`src/rtl/seq_pkg.sv`:
```
package seq_pkg;
  localparam int unsigned SEQ_PHASES = 4;
  localparam int unsigned PH_FETCH   = 0;
  localparam int unsigned PH_OPERAND = 1;
  localparam int unsigned PH_EXEC    = 2;
  localparam int unsigned PH_WRITE   = 3;
endpackage

```
`src/rtl/phase_next_logic.sv`:
```
module phase_next_logic #(
  parameter int unsigned NUM_PHASES = seq_pkg::SEQ_PHASES,
  parameter int unsigned WAIT_PHASE = seq_pkg::PH_FETCH
) (
  input  logic [NUM_PHASES-1:0] cur_state,
  input  logic                  run_en,
  input  logic                  mem_ready,
  output logic [NUM_PHASES-1:0] nxt_state
);
  localparam logic [NUM_PHASES-1:0] HOME_VEC = NUM_PHASES'(1);

  logic legal;
  logic stall;

  always_comb begin
    legal = $onehot(cur_state);
    stall = cur_state[WAIT_PHASE] && !mem_ready;
    nxt_state = cur_state;
    if (!legal) begin
      nxt_state = HOME_VEC;
    end else if (run_en && !stall) begin
      nxt_state = {cur_state[NUM_PHASES-2:0], cur_state[NUM_PHASES-1]};
    end
  end
endmodule

```
`src/rtl/phase_ring.sv`:
```
module phase_ring #(
  parameter int unsigned NUM_PHASES = seq_pkg::SEQ_PHASES
) (
  input  logic                  clk,
  input  logic                  rst,
  input  logic [NUM_PHASES-1:0] nxt_state,
  output logic [NUM_PHASES-1:0] state_q,
  output logic                  last_q
);
  for (genvar g = 0; g < NUM_PHASES; g++) begin : g_flop
    localparam logic RST_VAL = (g == 0);
    always_ff @(posedge clk) begin
      if (rst) state_q[g] <= RST_VAL;
      else     state_q[g] <= nxt_state[g];
    end
  end

  always_ff @(posedge clk) begin
    if (rst) last_q <= 1'b0;
    else     last_q <= nxt_state[NUM_PHASES-1];
  end
endmodule

```
`src/rtl/phase_sequencer.sv`:
```
module phase_sequencer #(
  parameter int unsigned NUM_PHASES = seq_pkg::SEQ_PHASES,
  parameter int unsigned WAIT_PHASE = seq_pkg::PH_FETCH
) (
  input  logic                  clk,
  input  logic                  rst,
  input  logic                  run_en,
  input  logic                  mem_ready,
  output logic [NUM_PHASES-1:0] phase_en,
  output logic                  instr_done
);
  localparam logic [NUM_PHASES-1:0] HOME_VEC = NUM_PHASES'(1);

  logic [NUM_PHASES-1:0] state_q;
  logic [NUM_PHASES-1:0] nxt_state;
  logic                  last_q;

  phase_next_logic #(.NUM_PHASES(NUM_PHASES), .WAIT_PHASE(WAIT_PHASE)) i_next (
    .cur_state(state_q), .run_en(run_en), .mem_ready(mem_ready), .nxt_state(nxt_state)
  );

  phase_ring #(.NUM_PHASES(NUM_PHASES)) i_ring (
    .clk(clk), .rst(rst), .nxt_state(nxt_state), .state_q(state_q), .last_q(last_q)
  );

  assign phase_en   = state_q;
  assign instr_done = last_q;

  logic seen_reset;
  always_ff @(posedge clk) begin
    if (rst) seen_reset <= 1'b1;
  end

  assert_reset_home_R1: assert property (@(posedge clk)
    rst |=> (phase_en == HOME_VEC && !instr_done));

  assert_onehot_R3: assert property (@(posedge clk) disable iff (rst || !seen_reset)
    $onehot(phase_en));

  assert_done_last_R6: assert property (@(posedge clk) disable iff (rst || !seen_reset)
    instr_done == phase_en[NUM_PHASES-1]);

  assert_wait_hold_R4: assert property (@(posedge clk) disable iff (rst || !seen_reset)
    (run_en && phase_en[WAIT_PHASE] && !mem_ready) |=> $stable(phase_en));

  assert_freeze_R7: assert property (@(posedge clk) disable iff (rst || !seen_reset)
    (!run_en && $onehot(phase_en)) |=> ($stable(phase_en) && $stable(instr_done)));

  assert_wrap_R2: assert property (@(posedge clk) disable iff (rst || !seen_reset)
    (run_en && phase_en[NUM_PHASES-1]) |=> (phase_en == HOME_VEC));
endmodule

```
`config.mk`:
```
export PLATFORM = sky130hd
export DESIGN_NAME = phase_sequencer
export DESIGN_NICKNAME = d
export VERILOG_FILES = /design/src/rtl/seq_pkg.sv /design/src/rtl/phase_next_logic.sv /design/src/rtl/phase_ring.sv /design/src/rtl/phase_sequencer.sv
export SDC_FILE = /design/constraint.sdc
export NUM_CORES = 1
export LEC_CHECK = 0
export CAP_MARGIN = 5
export CORE_AREA = 2 2 39 41
export CTS_CLUSTER_SIZE = 16
export DETAILED_ROUTE_END_ITERATION = 8
export DIE_AREA = 0 0 41 43
export PLACE_DENSITY = 0.39
export SLEW_MARGIN = 20
export SYNTH_ARGS = -nofsm -noshare
export SYNTH_HDL_FRONTEND = slang
export SYNTH_SLANG_ARGS = --single-unit
export TNS_END_PERCENT = 100
```
`constraint.sdc`:
```
create_clock -name clk -period 5.7 [get_ports clk]
set_input_delay 1.14 -clock clk [delete_from_list [all_inputs] [get_ports clk]]
set_output_delay 1.14 -clock clk [all_outputs]
set_load 0.01 [all_outputs]
```
; ---- After elaboration in Yosys (flattened, before gate mapping)
; Index checks and enable logic that the tools add are counted.
[totals]
reg_bits = 4
inputBits = 4
wordCells = 14
out_inout_bits = 5
[op_classes]
n_bitwise = 1
reduce_logical = 5
addsub = 3
n_eq_ne = 1
[ops]
columns = cell, count
row1 = $add A1 B1 Y2, 2
row2 = $add A3 B3 Y3, 1
row3 = $eq A3 B1 Y1 const B, 1
row4 = $logic_and A1 B1 Y1, 2
row5 = $logic_not A1 Y1, 2
row6 = $reduce_or A2 Y1, 1
row7 = $not A1 Y1, 1

; ---- Longest topological paths before layout
[logic_depth]
ltp_word = 5
ltp_mapped = 5
depth_no_buf = 5

; ---- Modules after synthesis
; From an unflattened synthesis, not the netlist that was laid out.
[unflattened]
hier_cells = 30
area_unflattened_um2 = 251.5
[by_module_without_submodules]
columns = mod, seq_area_each_um2, n_inst, area_each_um2, cells_per_inst
row1 = phase_next_logic, 0.0, 1, 138.9, 21
row2 = phase_ring, 80.1, 1, 112.6, 9

; ---- Worst setup path before layout
; Ideal clock, no wire load.
[synth_path]
path_type = register to register
from = reg i_ring.state_q[3]
to = reg i_ring.state_q[0]
n_path_buf = 0
path_stages_with_launch = 6
arrival_ns = 2.089
setup_time_ns = 0.122
synth_period_minus_slack_ns = 2.211
slack_ns = 3.489
t_required_ns = 5.578
cell_sequence = dfxtp_1 ha_1 ha_1 fa_1 or4b_4 a221o_1
[synth_between]
elab_chain_cells = 5
[synth_rtl]
columns = element, line
row1 = from (decl), phase_ring.sv:7  ; output logic [NUM_PHASES-1:0] state_q,
row2 = "from (signal, indexed assignment)", phase_ring.sv:14  ; else state_q[g] <= nxt_state[g];
row3 = $add A1 B1 Y2 (not written as such), phase_next_logic.sv:16  ; legal = $onehot(cur_state);
row4 = $add A3 B3 Y3 (not written as such), phase_next_logic.sv:16
row5 = $eq A3 B1 Y1, phase_next_logic.sv:16
row6 = $not A1 Y1 (no source line), n/a
row7 = $reduce_or A2 Y1 (no source line), n/a
; Parallel ways exist; a longest one is shown, timed or not.
; A chain may end at the register's enable or synchronous reset.

; ---- Final worst setup path
[layout_path]
from = reg i_ring.state_q[0]
to = out phase_en[0]
[layout_lines]
columns = element, line
row1 = to (decl), phase_sequencer.sv:9  ; output logic [NUM_PHASES-1:0] phase_en,
; No word-level cell between the ends.

==> impl_metrics.yaml <==
pwr:
  power_uw: 88.6
  p_leak_nw: 0.140
  ir_drop_uv: 98.5
  powerDensity_nw_per_um2: 256
final_layout:
  largestRegisters: "i_ring.state_q x4"
  utilization: 0.250
  syn_to_final_growth_pct: 49.7
  num_antenna_cells: 0
  final_cells: 49
  layout.nets: 43
  top_register: "i_ring.state_q"
  largest_register_ffs: 4
  drive_gt1_frac: 0.121
setup_path:
  crit_type: "register to output port"
  cp.arrival_ps: 1190
  critPathTopFamily: "buffers and inverters"
  critPathLaunch: "i_ring.state_q[0]"
  crit_buf_inv: 1
  rr_endpoint: "i_ring.state_q[0]"
  endpoint: "phase_en[0]"
  path_cells: "clkdlybuf4s50_1"
  worstRegToRegCells: 5
  crit_path_start_kind: "register"
  path_depth: 1
  reg2reg_slack_ps: 3440
  cp.required_ps: 4560
  critPathMaxStageDelay_ps: 570
  cp_max_fo: 5
  regToRegStartpoint: "i_ring.state_q[3]"
  crit_slowest_cell: "clkdlybuf4s50_1"
  end_kind: "output port"
floorplan:
  row_count: 14
  die_w_microns: 41
  pin_count: 9
  start_util: 0.167
  dieArea_sq_um: 1760
  coreArea_sq_um: 1380
  die_h_microns: 43
clock_network:
  cts_resized: 0
  cts.root.buffer_cell: "clkbuf_4"
  cts.sinks: 4
  cts_tree: "built"
  cts_max_level: 1
  cts_setup_buffers: 0
  clock_path_buffers: 2
  cts_made_buffers: 3
  clkTransAtPathRegs_ps: 40
  clk_latency_ps: 240
  cts_hold_buf: 0
timing:
  max_freq_mhz: 430
  timing.hold.ws_ps: 508
  drv_slew: 0
  fin_crit_sh: 0.408
  setup_viol: 0
  hold_viol: 0
  clock_skew_ps: 4.64
  tns_ps: 0
  min_period_ps: 2330
  slew_headroom: 0.873
  worstMarginPinSlew_ps: 191
  rsz0062_at_grt: "false"
synthesis:
  synth.distinct_cells: 14
  synthCells: 23
  ys_warn_count: 0
  synth_area_sq_um: 231
  synth.yosys.seq_area_share: 0.346
  synth_seq_cells: 4
  syn-num-nets: 31
  avgSynthCellArea_sq_um: 10.1
drt:
  via_per_inst: 4.14
  vias: 203
  drcViolationCount: 0
  first_pass_iters: 2
  wl_per_cell_microns: 9.84
  wirelength_microns: 482
  drt.antenna.violating_nets: 0
  first_iter_violations: 1
outcome:
  outcome: "finished, final reports clean"
global_route:
  grt_use_total: 0.0784
  grt-ovfl-total: 0
  grt_pass1_vias: 212
  antenna_found_initial: 0
  grt_max_degree: 7
  grt_first_pass_wirelength_microns: 828
placed_design:
  numPlacedInstances: 46
  portBuffers: 8
  gp_congestion: 0.671
  dp_hpwl_microns: 386
hold_path:
  worstHoldPathCells: 2
  worstHoldStart: "i_ring.state_q[1]"
  hold_path.class: "register to register"
flow_run:
  max_cap_violations: 0
[cells in the final DEF (no fill, tap or decap)]
| master | count |
|---|---|
| a21oi_1 | 3 |
| a221o_1 | 1 |
| clkbuf_4 | 3 |
| clkdlybuf4s50_1 | 8 |
| dfxtp_1 | 4 |
| fa_1 | 1 |
| ha_1 | 3 |
| inv_1 | 1 |
| nand2_1 | 1 |
| nand3b_1 | 2 |
| nor2_1 | 1 |
| nor2b_1 | 1 |
| nor3_1 | 1 |
| o21ai_0 | 2 |
| or4b_4 | 1 |
[logic make-up (layout without fill, tap and decap cells)]
| group | Yosys count | count (layout) | synth area share |
|---|---|---|---|
| buf+inv | 2 | 12 | 0.0486 |
| compound gates | 6 | 6 | 0.151 |
| simple gates | 7 | 7 | 0.205 |
| flops | 4 | 4 | 0.346 |
| fa+ha+maj | 4 | 4 | 0.249 |
[report_power, final]
part,internal (mW),switching (mW)
sequential,0.0303,0.00237
clock,0.0235,0.0116
combinational,0.0123,0.00846
[area by class of cell]
| type | count | area (sq um) |
|---|---|---|
| Fill cell | 150 | 1040 |
| Multi-Input combinational cell | 17 | 140 |
| Sequential cell | 4 | 80.1 |
| Timing Repair Buffer | 8 | 80.1 |
| Clock buffer | 3 | 22.5 |
| Tap cell | 16 | 20.0 |
| Inverter | 1 | 3.75 |
[layer usage]
layer  up-vias  GRT usage  part of all wire
met1        90     0.0677              0.42
met5         -          0                 0
li1        104          -                 -
met2         7      0.103              0.45
met3         2     0.0942              0.11
met4         0     0.0400             0.012
[synthesized netlist by cell type, drive strengths merged]
cell type / count / share of area
ha: 3 / 0.16
a21oi: 3 / 0.065
nor2: 1 / 0.016
a221o: 1 / 0.043
nor3: 1 / 0.022
dfxtp: 4 / 0.35
nand2: 1 / 0.016
inv: 1 / 0.016
nor2b: 1 / 0.027
fa: 1 / 0.086
buf: 1 / 0.032
o21ai: 2 / 0.043
nand3b: 2 / 0.065
or4b: 1 / 0.059
[metrics by stage]
step | area (sq um) | worst slack (ps)
2_1_floorplan | 231 | 3490
3_3_place_gp | 324 | 3250
3_5_place_dp | 324 | 3250
4_1_cts | 347 | 3350
5_1_grt | 347 | 3310
6_report | 347 | 3370
[how the worst min path moves through the flow]
stage,slack [ps],to
detailed placement,510,i_ring.state_q[2]
global route,530,i_ring.state_q[2]
global placement,510,i_ring.state_q[2]
CTS,510,i_ring.state_q[2]
floorplan,520,i_ring.state_q[2]
finish,510,i_ring.state_q[2]
Power figures use the tool's default switching activity.
